$ cat config.mk
export PLATFORM = sky130hd
export DESIGN_NAME = rfsh_interval_gen
export DESIGN_NICKNAME = d
export VERILOG_FILES = /design/src/rtl/rfsh_pkg.sv /design/src/rtl/rfsh_down_counter.sv /design/src/rtl/rfsh_req_fsm.sv /design/src/rtl/rfsh_interval_gen.sv
export SDC_FILE = /design/constraint.sdc
export NUM_CORES = 1
export LEC_CHECK = 0
export BUFFER_PORTS_ARGS = -buffer_cell sky130_fd_sc_hd__clkbuf_2
export CORE_AREA = 2 2 39 41
export CTS_CLUSTER_SIZE = 8
export DETAILED_ROUTE_END_ITERATION = 12
export DIE_AREA = 0 0 41 43
export SLEW_MARGIN = 10
export SYNTH_ARGS = -nofsm -noshare
export SYNTH_HDL_FRONTEND = slang
export SYNTH_SLANG_ARGS = --single-unit
$ cat constraint.sdc
create_clock -name clk -period 3.2 [get_ports clk]
set_input_delay 0.64 -clock clk [delete_from_list [all_inputs] [get_ports clk]]
set_output_delay 0.64 -clock clk [all_outputs]
set_load 0.005 [all_outputs]
$ cat src/rtl/rfsh_pkg.sv
package rfsh_pkg;
    typedef enum logic {
        ST_IDLE = 1'b0,
        ST_PEND = 1'b1
    } req_state_t;
endpackage

$ cat src/rtl/rfsh_down_counter.sv
module rfsh_down_counter #(
    parameter int CNT_W = 8
) (
    input  logic             clk,
    input  logic             rst,
    input  logic [CNT_W-1:0] thresh,
    output logic [CNT_W-1:0] cnt,
    output logic             hit
);
    localparam logic [CNT_W-1:0] RELOAD = {CNT_W{1'b1}};
    localparam logic [CNT_W-1:0] ONE    = CNT_W'(1);

    assign hit = (cnt == thresh);

    always_ff @(posedge clk) begin
        if (rst)      cnt <= RELOAD;
        else if (hit) cnt <= RELOAD;
        else          cnt <= cnt - ONE;
    end

    // a hit reloads the top value
    p_reload_r3: assert property (@(posedge clk) disable iff (rst)
        hit |=> (cnt == RELOAD));

    // otherwise one step down, modulo width
    p_step_r2: assert property (@(posedge clk) disable iff (rst)
        !hit |=> (cnt == CNT_W'($past(cnt) - ONE)));
endmodule

$ cat src/rtl/rfsh_req_fsm.sv
module rfsh_req_fsm
    import rfsh_pkg::*;
(
    input  logic clk,
    input  logic rst,
    input  logic hit,
    input  logic ack_a,
    input  logic ack_b,
    output logic req
);
    req_state_t state_q, state_d;
    logic       ack_both;

    assign ack_both = ack_a & ack_b;

    always_comb begin
        state_d = state_q;
        unique case (state_q)
            ST_IDLE: if (hit)                   state_d = ST_PEND;
            ST_PEND: if (ack_both && !hit)      state_d = ST_IDLE;
        endcase
    end

    always_ff @(posedge clk) begin
        if (rst) state_q <= ST_IDLE;
        else     state_q <= state_d;
    end

    always_comb begin
        req = (state_q == ST_PEND);
    end

    // a hit always leaves the request set
    p_hit_sets_r3: assert property (@(posedge clk) disable iff (rst)
        hit |=> req);

    // no dual acknowledge, pending stays pending
    p_hold_r5: assert property (@(posedge clk) disable iff (rst)
        (req && !(ack_a && ack_b)) |=> req);

    // dual acknowledge without hit clears
    p_clear_r4: assert property (@(posedge clk) disable iff (rst)
        (req && ack_a && ack_b && !hit) |=> !req);

    // nothing but a hit raises the request
    p_no_spurious_r9: assert property (@(posedge clk) disable iff (rst)
        (!req && !hit) |=> !req);
endmodule

$ cat src/rtl/rfsh_interval_gen.sv
module rfsh_interval_gen #(
    parameter int CNT_W = 8
) (
    input  logic             clk,
    input  logic             rst,
    input  logic [CNT_W-1:0] thresh,
    input  logic             ack_a,
    input  logic             ack_b,
    output logic             rfsh_req,
    output logic [CNT_W-1:0] dbg_count
);
    logic hit;

    rfsh_down_counter #(.CNT_W(CNT_W)) u_cnt (
        .clk    (clk),
        .rst    (rst),
        .thresh (thresh),
        .cnt    (dbg_count),
        .hit    (hit)
    );

    rfsh_req_fsm u_fsm (
        .clk   (clk),
        .rst   (rst),
        .hit   (hit),
        .ack_a (ack_a),
        .ack_b (ack_b),
        .req   (rfsh_req)
    );

    // reset leaves the request low
    p_reset_r1: assert property (@(posedge clk)
        rst |=> !rfsh_req);
endmodule

==> metrics.md, run 1 <==
| Metric | Value |
|---|---|
| Num Clock Sinks | `9` |
| Slew @ Worst Pin | `446 ps` |
| Vias in the first global route | `356` |
| Gr usage total | `12.0%` |
| Pwr per Cell Area | `398 nW/um^2` |
| Clk buf depth | `2` |
| Crit end category | `output pin` |
| Final WL | `921 um` |
| Period utilization | `47.7%` |
| Area leader, netlist | `dfxtp_1` |
| Final ANT Viol Nets | `0` |
| Yosys top cell area share | `40.3%` |
| Tmin final | `1530 ps` |
| Congestion Overflow GR | `0` |
| Synth area leaders | `dfxtp_1 (40%), xor2_1 (20%), nand2_1 (9.2%)` |
| Highest Clock Rate | `655 MHz` |
| Worst setup startpoint | `u_cnt.cnt[2]` |
| Count of final setup violators | `0` |
| CTS Root Cell | `clkbuf_4` |
| Pre-antenna DRT Iters | `2` |
| Fin Hold WS | `443 ps` |
| WP data arrival | `890 ps` |
| Critical-path top delay cell | `dfxtp_1` |
| Area Overhead vs Synth | `32.8%` |
| RSZ-0062 raised after global routing | `false` |
| Slew HR | `70.1%` |
| CP Launch Type | `register` |
| Final setup TNS | `0 ps` |
| Initial antenna violation count | `0` |
| Crit path buffers/inverters | `1` |
| Worst Path Max Fanout | `6` |
| # H-tree levels | `1` |
| Worst hold-check path type | `reg -> reg` |
| # rows | `14` |
| Delay-heaviest family, CP | `flip-flops` |
| Endpoints failing hold | `0` |
| Clk_lat worst skew | `260 ps` |
| Via/cell ratio | `4.48` |
| Clock power share | `37.2%` |
| CTS tree | `done` |
| Critical path class | `reg -> out` |
| DR iter-0 viols | `2` |
| Switch Pwr | `0.0580 mW` |
| WP data required | `2560 ps` |
| Core ar. | `1380 sq um` |
| Syn_nets | `61` |
| Worst VDD drop | `216 uV` |
| Die Width | `41 um` |
| Library cells used by synthesis | `14` |
| Hold Path Origin | `u_cnt.cnt[0]` |
| Pint | `0.178 mW` |
| Post-synthesis sequential area ratio | `40.3%` |
| Final HPWL DP | `701 um` |
| Logic gate share of total power | `11.8%` |
| Total CTS buffers | `3` |
| Fill cell count | `154` |
| DR WL/cell | `10.5 um` |
| Worst reg2reg path startpoint | `u_cnt.cnt[2]` |
| Post-route DRC violation count | `0` |
| Setup bufs post-CTS | `0` |
| Via count | `394` |
| Mapped Cells | `48` |
| Initial Util | `32.3%` |
| First-pass GRT wire length | `1410 um` |
| Largest net degree at the start of global routing | `9` |
| CP max stage delay | `470 ps` |
| # diodes | `0` |
| Ports | `21` |
| Yosys reg bits | `9` |
| Clock Pin Slew Worst Setup and Hold Paths | `70 ps` |
| Hold_buf cts | `0` |
| Sw Share | `24.6%` |
| Setup Skew | `7.39 ps` |
| Mapped Area | `447 sq um` |
| Final net count | `86` |
| Worst path cell trace | `clkbuf_2` |
| Outcome | `finished, final reports clean` |
| Post-cts sizing count | `0` |
| Syn_area_per_cell | `9.31 sq um` |
| Slew Viols, Final | `0` |
| P_leak | `0.249 nW` |
| Non-Filler Instances | `88` |
| Layout cells sized above 1 | `37.5%` |
| PortBufs | `20` |
| Flop pwr share | `50.9%` |
| GPL Wtd Cong | `0.749` |
| Die Y | `43 um` |
| Die ar. | `1760 sq um` |
| Synth Warn # | `0` |
| Final Util | `42.9%` |
| Total placed cells including tap cells | `84` |
| Max-cap violation count | `0` |
[power groups by stage]
stage	logic, mW	clock network (mW)	registers, mW
after floorplan	0.0150	0	0.122
after global placement	0.0275	0	0.123
after detailed placement	0.0281	0	0.123
after CTS	0.0285	0.0908	0.120
after global routing	0.0318	0.0937	0.121
final	0.0279	0.0879	0.120
[layout by cell type (no fill, tap or decap)]
cell / count
clkbuf_2: 20
nand2_1: 11
xor2_1: 10
dfxtp_1: 9
xnor2_1: 3
clkbuf_4: 3
inv_1: 2
nor4_2: 2
nor3_1: 2
nand3b_1: 2
nor2_1: 2
a21oi_2: 1
nand3_2: 1
nor3b_1: 1
a22oi_1: 1
ha_1: 1
clkbuf_1: 1
[final cells by class]
type | instances | area [sq um] | share of cell area [%]
Clock buffer | 4 | 26.3 | 4.43
Inverter | 2 | 7.51 | 1.27
Multi-Input combinational cell | 37 | 259 | 43.7
Sequential cell | 9 | 180 | 30.4
Tap cell | 16 | 20.0 | 3.38
Timing Repair Buffer | 20 | 100 | 16.9
[cell usage after synthesis, drive strengths merged]
cell type,number
xnor2,3
nor3b,1
dfxtp,9
xor2,10
a22oi,1
nor4,2
nand3,1
ha,1
nor2,2
nor3,2
a21oi,1
nand2,11
inv,2
nand3b,2
[layer usage]
layer	wire length, um	part of all wire (%)	track usage (%)
met1	401	44	13.5
met2	465	50	17.8
met3	43	4.7	3.14
met5	0	0	0
met4	10	1.1	10.0
[cell families (layout without fill, tap and decap cells)]
kind of cell | count (synthesis) | in the layout | share of synthesized area [%]
simple gates | 21 | 21 | 26.1
compound gates | 2 | 2 | 3.64
xor+xnor | 13 | 13 | 25.5
flops | 9 | 9 | 40.3
fa+ha+maj | 1 | 1 | 2.80
buf+inv | 2 | 26 | 1.68
[worst register-to-register path: stages (launching register included)]
cell and delay, ps:
dfxtp_1 380, nor3_1 430, nand3b_1 140, xor2_1 150
nand2_1 60
[state kept, by name, summed over array words and instances, names as in the netlist]
signal,cells
u_cnt.cnt,8
u_fsm.req,1
[path summary, 6_finish.rpt]
path,endpoint,slack (ps),cells after the start
max,dbg_count[2],1670,1
max reg2reg,u_cnt.cnt[7],1910,4
min reg2reg,u_cnt.cnt[0],440,1
min,u_cnt.cnt[0],440,1
[metrics by stage]
| stage | cell area, sq um | total power, mW | worst slack [ps] |
|---|---|---|---|
| after detailed placement | 567 | 0.151 | 1600 |
| final | 593 | 0.236 | 1670 |
| after global routing | 593 | 0.246 | 1640 |
| after global placement | 567 | 0.150 | 1610 |
| after CTS | 593 | 0.239 | 1670 |
| after floorplan | 447 | 0.137 | 1790 |
(Power assumes the default switching activity.)
==> run 2, diff against run 1 <==
Settings changed: ABC_AREA set to 1, CORE_AREA 2 2 39 41 to not set, CORE_MARGIN set to 2, CORE_UTILIZATION set to 35, DIE_AREA 0 0 41 43 to not set.
Clock period 3.2 ns to 1.5 ns, I/O delays scaled along.
==> run 2 against run 1 <==
- die area up 0.51%
- clock skew down 4.6 ps
- count of clock-buffer cells in the layout did not move
- first-iteration DRC count rose to 13 times the previous value
- sequential share of layout area down 2.8 points
- synthesized cell count up 56%
- core utilization increased by 6.1 points
- sequential power up 110%
- routed wire length increased by 6.7%
- critical path depth grew 4
- flip-flop and latch count is the same
- hold slack got worse by 230 ps
- critical path type is now reg -> reg
==> metrics.md, run 2 <==
| Metric | Value |
|---|---|
| Mapped Area | `508 sq um` |
| Worst r2r path cells | `5` |
| Crit end category | `register` |
| Gr usage total | `13.2%` |
| Setup Skew | `2.82 ps` |
| Tmin final | `1170 ps` |
| Post-cts sizing count | `0` |
| Delay-heaviest family, CP | `flip-flops` |
| Layout cells sized above 1 | `29.3%` |
| P_leak | `0.366 nW` |
| Vias in the first global route | `457` |
| Core ar. | `1330 sq um` |
| # H-tree levels | `1` |
| Yosys top cell area share | `35.5%` |
| Worst reg2reg path endpoint | `u_cnt.cnt[6]` |
| Slew Viols, Final | `0` |
| Final HPWL DP | `808 um` |
| List of most frequent post-synthesis cells | `nand2_1 (25), inv_1 (10), nand3_1 (10)` |
| Critical-path top delay cell | `dfxtp_1` |
| Final setup TNS | `0 ps` |
| Adder-Cell Fraction of Synth Area | `2.46%` |
| Area Overhead vs Synth | `28.6%` |
| XOR/XNOR Fraction of Synth Area | `13.8%` |
| # diodes | `0` |
| Reg with most FFs | `u_cnt.cnt` |
| Initial antenna violation count | `0` |
| Period utilization | `77.9%` |
| Initial Util | `38.1%` |
| Die Y | `42.1 um` |
| Count leader, synth | `nand2_1` |
| Worst hold-check path type | `in -> reg` |
| Worst path cell trace | `inv_2 > ha_1 > nand4_1 > xor2_1 > nand3_1` |
| FFs w/ async S/R, synth | `0%` |
| Slew @ Worst Pin | `242 ps` |
| Largest net degree at the start of global routing | `10` |
| CTS tree | `done` |
| Num Clock Sinks | `9` |
| CP max stage delay | `410 ps` |
| Fill cell count | `148` |
| Non-Filler Instances | `114` |
| Final ANT Viol Nets | `0` |
| Post-route DRC violation count | `0` |
| DR iter-0 viols | `25` |
| Clk_lat worst skew | `260 ps` |
| Synth area leaders | `dfxtp_1 (35%), nand2_1 (18%), nand3_1 (9.9%)` |
| Count of final setup violators | `0` |
| WP data required | `1640 ps` |
| Yosys reg bits | `9` |
| Clk buf depth | `2` |
| Final WL | `983 um` |
| DR WL/cell | `8.62 um` |
| Hold Path Origin | `rst` |
| Max-cap violation count | `0` |
| GPL Wtd Cong | `0.753` |
| Via count | `512` |
| Hold_buf cts | `0` |
| Ports | `21` |
| WP data arrival | `1310 ps` |
| Post-synthesis mux area share | `0%` |
| CTS Root Cell | `clkbuf_4` |
| Worst reg2reg path startpoint | `u_cnt.cnt[0]` |
| Outcome | `finished, final reports clean` |
| Worst Path Max Fanout | `5` |
| RSZ-0062 raised after global routing | `false` |
| Area leader, netlist | `dfxtp_1` |
| Dominant synthesized flop cell | `dfxtp_1` |
| Syn_area_per_cell | `6.77 sq um` |
| # rows | `13` |
| Commonest non-fill, non-tap cells in the layout | `nand2_1 (25), clkbuf_2 (20), inv_1 (10), nand3_1 (10), dfxtp_1 (9)` |
| Final net count | `113` |
| FF/Latch Area | `180 sq um` |
| Setup bufs post-CTS | `0` |
| Die Width | `42.1 um` |
| First-pass GRT wire length | `1750 um` |
| Flop-to-flop setup slack | `330 ps` |
| Die ar. | `1770 sq um` |
| Library cells used by synthesis | `14` |
| Area occupied by multi-input gates | `283 sq um` |
| Critical path class | `reg -> reg` |
| Synth Area in Compound Gates | `1.72%` |
| Mapped Cells | `75` |
| Via/cell ratio | `4.49` |
| Congestion Overflow GR | `0` |
| Highest Clock Rate | `856 MHz` |
| Clock Pin Slew Worst Setup and Hold Paths | `60 ps` |
| Syn_nets | `88` |
| Total CTS buffers | `3` |
| Worst hold endpoint | `u_fsm.req` |
| Largest register FFs | `8` |
| Post-synth EDFFs | `0` |
| Endpoints failing hold | `0` |
| Pre-antenna DRT Iters | `4` |
| Total placed cells including tap cells | `110` |
| Post-synthesis sequential area ratio | `35.5%` |
| Hold depth | `2` |
| Synth Warn # | `0` |
| CP Launch Type | `register` |
| Pwr per Cell Area | `782 nW/um^2` |
| PortBufs | `20` |
| Slew HR | `83.9%` |
| Commonest non-fill, non-tap cell in the layout | `nand2_1` |
| Largest family of logic cells by synthesized area | `simple AND/OR/NAND/NOR gates` |
| Worst VDD drop | `627 uV` |
| Simple-Gate Fraction of Synth Area | `37.7%` |
| Crit path buffers/inverters | `1` |
## run 2: cell count changes after synthesis, sizes merged, moves of 2 or more
| cell | previous run | this run |
|---|---|---|
| inv | 2 | 12 |
| xor2 | 10 | 4 |
| nor2 | 2 | 6 |
| nor3 | 2 | 0 |
| nand2 | 11 | 26 |
| nand3 | 1 | 10 |
| nor4 | 2 | 0 |
## run 2: cell type report
class	instances	share of cell area (%)
inverters	12	6.90
well taps	15	2.87
multi-input cells	54	43.3
repair buffers	20	15.3
clock buffers	4	4.02
flip-flops and latches	9	27.6
## run 2: through the flow
step	cell area (sq um)	setup slack (ps)	power (mW)	util, %	hold WS (ps)
global placement	627	377	0.329	47.0	458
CTS	653	328	0.514	49.0	208
detailed placement	627	343	0.331	47.0	468
global route	653	227	0.551	49.0	198
floorplan	508	391	0.300	-	362
finish	653	331	0.511	49.0	209
## run 2: logic make-up (layout without fill, tap and decap cells)
kind of cell | count (synthesis) | in the layout
buf+inv | 12 | 36
simple gates | 44 | 44
xor+xnor | 8 | 8
fa+ha+maj | 1 | 1
flops | 9 | 9
compound gates | 1 | 1
## run 2: layer usage
layer / track usage [%] / part of all wire, %
met1: 13.8 / 46
met2: 21.6 / 46
met3: 7.76 / 6.8
met4: 5.63 / 1.4
met5: 0 / 0
## run 2: how the worst max path moves through the flow
stage | from | endpoint | depth (start not counted)
after CTS | u_cnt.cnt[0] | u_cnt.cnt[6] | 5
final | u_cnt.cnt[0] | u_cnt.cnt[6] | 5
after floorplan | u_cnt.cnt[0] | u_cnt.cnt[6] | 5
after global placement | u_cnt.cnt[0] | u_cnt.cnt[6] | 5
after detailed placement | u_cnt.cnt[0] | u_cnt.cnt[6] | 5
after global routing | u_cnt.cnt[0] | u_cnt.cnt[6] | 5
## run 2: report_power, final
group	internal [mW]	switching, mW	total, mW
logic	0.0343	0.0356	0.0698
registers	0.246	0.00855	0.255
clock network	0.102	0.0837	0.186
total	0.383	0.128	0.511
==> run 3, diff against run 2 <==
Clock period 1.5 ns to 1.2 ns, I/O delays scaled along.
==> run 3 against run 2 <==
- flip-flop and latch count is the same
- core utilization grew 1.7 points
- critical path depth is the same
- global-route usage is essentially flat
- largest power group unchanged
- register-to-register slack lost 260 ps
- non-clock buffer count grew 2
- clock power grew 27%
- fmax grew 3.7%
- worst setup slack lost 260 ps
- sequential power grew 25%
- die area is the same
==> metrics.md, run 3 (synthesized netlist as in run 2, its figures left out) <==
| Metric | Value |
|---|---|
| Outcome | `finished, final reports clean` |
| Flop-to-flop setup slack | `70 ps` |
| Count of final setup violators | `0` |
| Worst reg2reg path startpoint | `u_cnt.cnt[1]` |
| Slew Viols, Final | `0` |
| Worst r2r path cells | `5` |
| Worst VDD drop | `646 uV` |
| Clk buf depth | `2` |
| Via/cell ratio | `4.63` |
| # H-tree levels | `1` |
| # diodes | `0` |
| Endpoints failing hold | `0` |
| Core ar. | `1330 sq um` |
| Commonest non-fill, non-tap cell in the layout | `nand2_1` |
| Largest register FFs | `8` |
| Final WL | `1140 um` |
| Largest net degree at the start of global routing | `10` |
| Critical path class | `reg -> reg` |
| Pwr per Cell Area | `962 nW/um^2` |
| Final HPWL DP | `834 um` |
| Met3 Use GR | `8.19%` |
| Ports | `21` |
| Period utilization | `93.9%` |
| Area Overhead vs Synth | `33.0%` |
| Worst Path Max Fanout | `4` |
| Worst setup startpoint | `u_cnt.cnt[1]` |
| Non-Filler Instances | `117` |
| Vias in the first global route | `425` |
| GPL Wtd Cong | `0.786` |
| WP data arrival | `1280 ps` |
| Num Clock Sinks | `9` |
| DR iter-0 viols | `6` |
| Congestion Overflow GR | `0` |
| Final net count | `116` |
| CP Launch Type | `register` |
| WP data required | `1350 ps` |
| Fill cell count | `150` |
| Met2 Use GR | `20.0%` |
| Final WS setup | `73.3 ps` |
| Met1 usage | `14.9%` |
| CTS Root Cell | `clkbuf_4` |
| Busiest grt layer | `met2` |
| Worst hold-check path type | `in -> reg` |
| Reg with most FFs | `u_cnt.cnt` |
| Total CTS buffers | `3` |
| Worst reg2reg path endpoint | `u_cnt.cnt[6]` |
| Crit end category | `register` |
| Max-cap violation count | `0` |
| DR WL/cell | `9.70 um` |
| Die Y | `42.1 um` |
| Gr usage total | `13.3%` |
| Dpl ws | `89.0 ps` |
| Hold_buf cts | `0` |
| Commonest non-fill, non-tap cells in the layout | `nand2_1 (26), clkbuf_2 (20), nand3_1 (10)` |
| Die ar. | `1770 sq um` |
| Pre-antenna DRT Iters | `4` |
| Final setup TNS | `0 ps` |
| # rows | `13` |
| Layout cells sized above 1 | `33.3%` |
| Post-route DRC violation count | `0` |
| Via count | `542` |
| PortBufs | `20` |
| Setup Skew | `9.17 ps` |
| Initial Util | `38.1%` |
| Tmin final | `1130 ps` |
| Final ANT Viol Nets | `0` |
| Die Width | `42.1 um` |
| Highest Clock Rate | `888 MHz` |
| CTS tree | `done` |
| RSZ-0062 raised after global routing | `false` |
| Total placed cells including tap cells | `112` |
| First-pass GRT wire length | `1760 um` |
| Initial antenna violation count | `0` |
| P_leak | `0.372 nW` |
| Slew @ Worst Pin | `256 ps` |
| CP endpoint | `u_cnt.cnt[6]` |
| Clk_lat worst skew | `260 ps` |
| Slew HR | `82.9%` |
| Clock Pin Slew Worst Setup and Hold Paths | `60 ps` |
## run 3: cell count changes in the layout (fill, tap and decap cells not counted)
cell | previous run | this run
buf_4 | 0 | 2
dfxtp_1 | 9 | 8
dfxtp_2 | 0 | 1
inv_1 | 10 | 9
inv_2 | 2 | 3
nand2_1 | 25 | 26
nor2_1 | 4 | 3
nor2_2 | 2 | 3
## run 3: how the worst min path moves through the flow
stage / startpoint / end / cells past startpoint / slack, ps
after floorplan: rst / u_fsm.req / 1 / 300
after global placement: rst / u_fsm.req / 2 / 420
after detailed placement: rst / u_fsm.req / 2 / 420
after CTS: rst / u_fsm.req / 2 / 140
after global routing: rst / u_fsm.req / 2 / 150
final: rst / u_fsm.req / 2 / 150
## run 3: cell type report
class	instances	area [sq um]	area share, %
multi-input cells	55	289	42.8
flip-flops and latches	9	181	26.9
repair buffers	22	115	17.0
inverters	12	45.0	6.67
clock buffers	4	26.3	3.89
well taps	15	18.8	2.78
## run 3: repair_timing
action,in CTS,in global routing
buffers inserted,0,0
gates resized for setup,0,3
endpoints found under the setup margin,0,1
## run 3: power breakdown
| group | total, mW | switching [mW] | internal, mW |
|---|---|---|---|
| clock | 0.236 | 0.108 | 0.128 |
| sequential | 0.319 | 0.0103 | 0.308 |
| combinational | 0.0949 | 0.0493 | 0.0457 |
| total | 0.650 | 0.168 | 0.482 |
## run 3: through the flow
step           util [%]  hold slack [ps]  instance area [sq um]  power, mW
5_1_grt            50.7              146                    676      0.696
4_1_cts            50.1              143                    668      0.656
3_3_place_gp       48.1              418                    642      0.416
2_1_floorplan         -              302                    508      0.375
3_5_place_dp       48.1              423                    642      0.417
6_report           50.7              151                    676      0.650
## run 3: routing by layer
layer  share of wire [%]  routed length, um  up-vias
met4                 1.2                 14        0
met3                 7.0                 79        2
met2                  47                533       17
met1                  45                507      240
met5                   0                  0        -
li1                    -                  -      283
## run 3: critical path, cell delays in order, from the launching register on
cell and delay, ps:
dfxtp_1 370, inv_2 70, ha_1 230, nand4_1 120
xor2_1 160, nand3_1 70
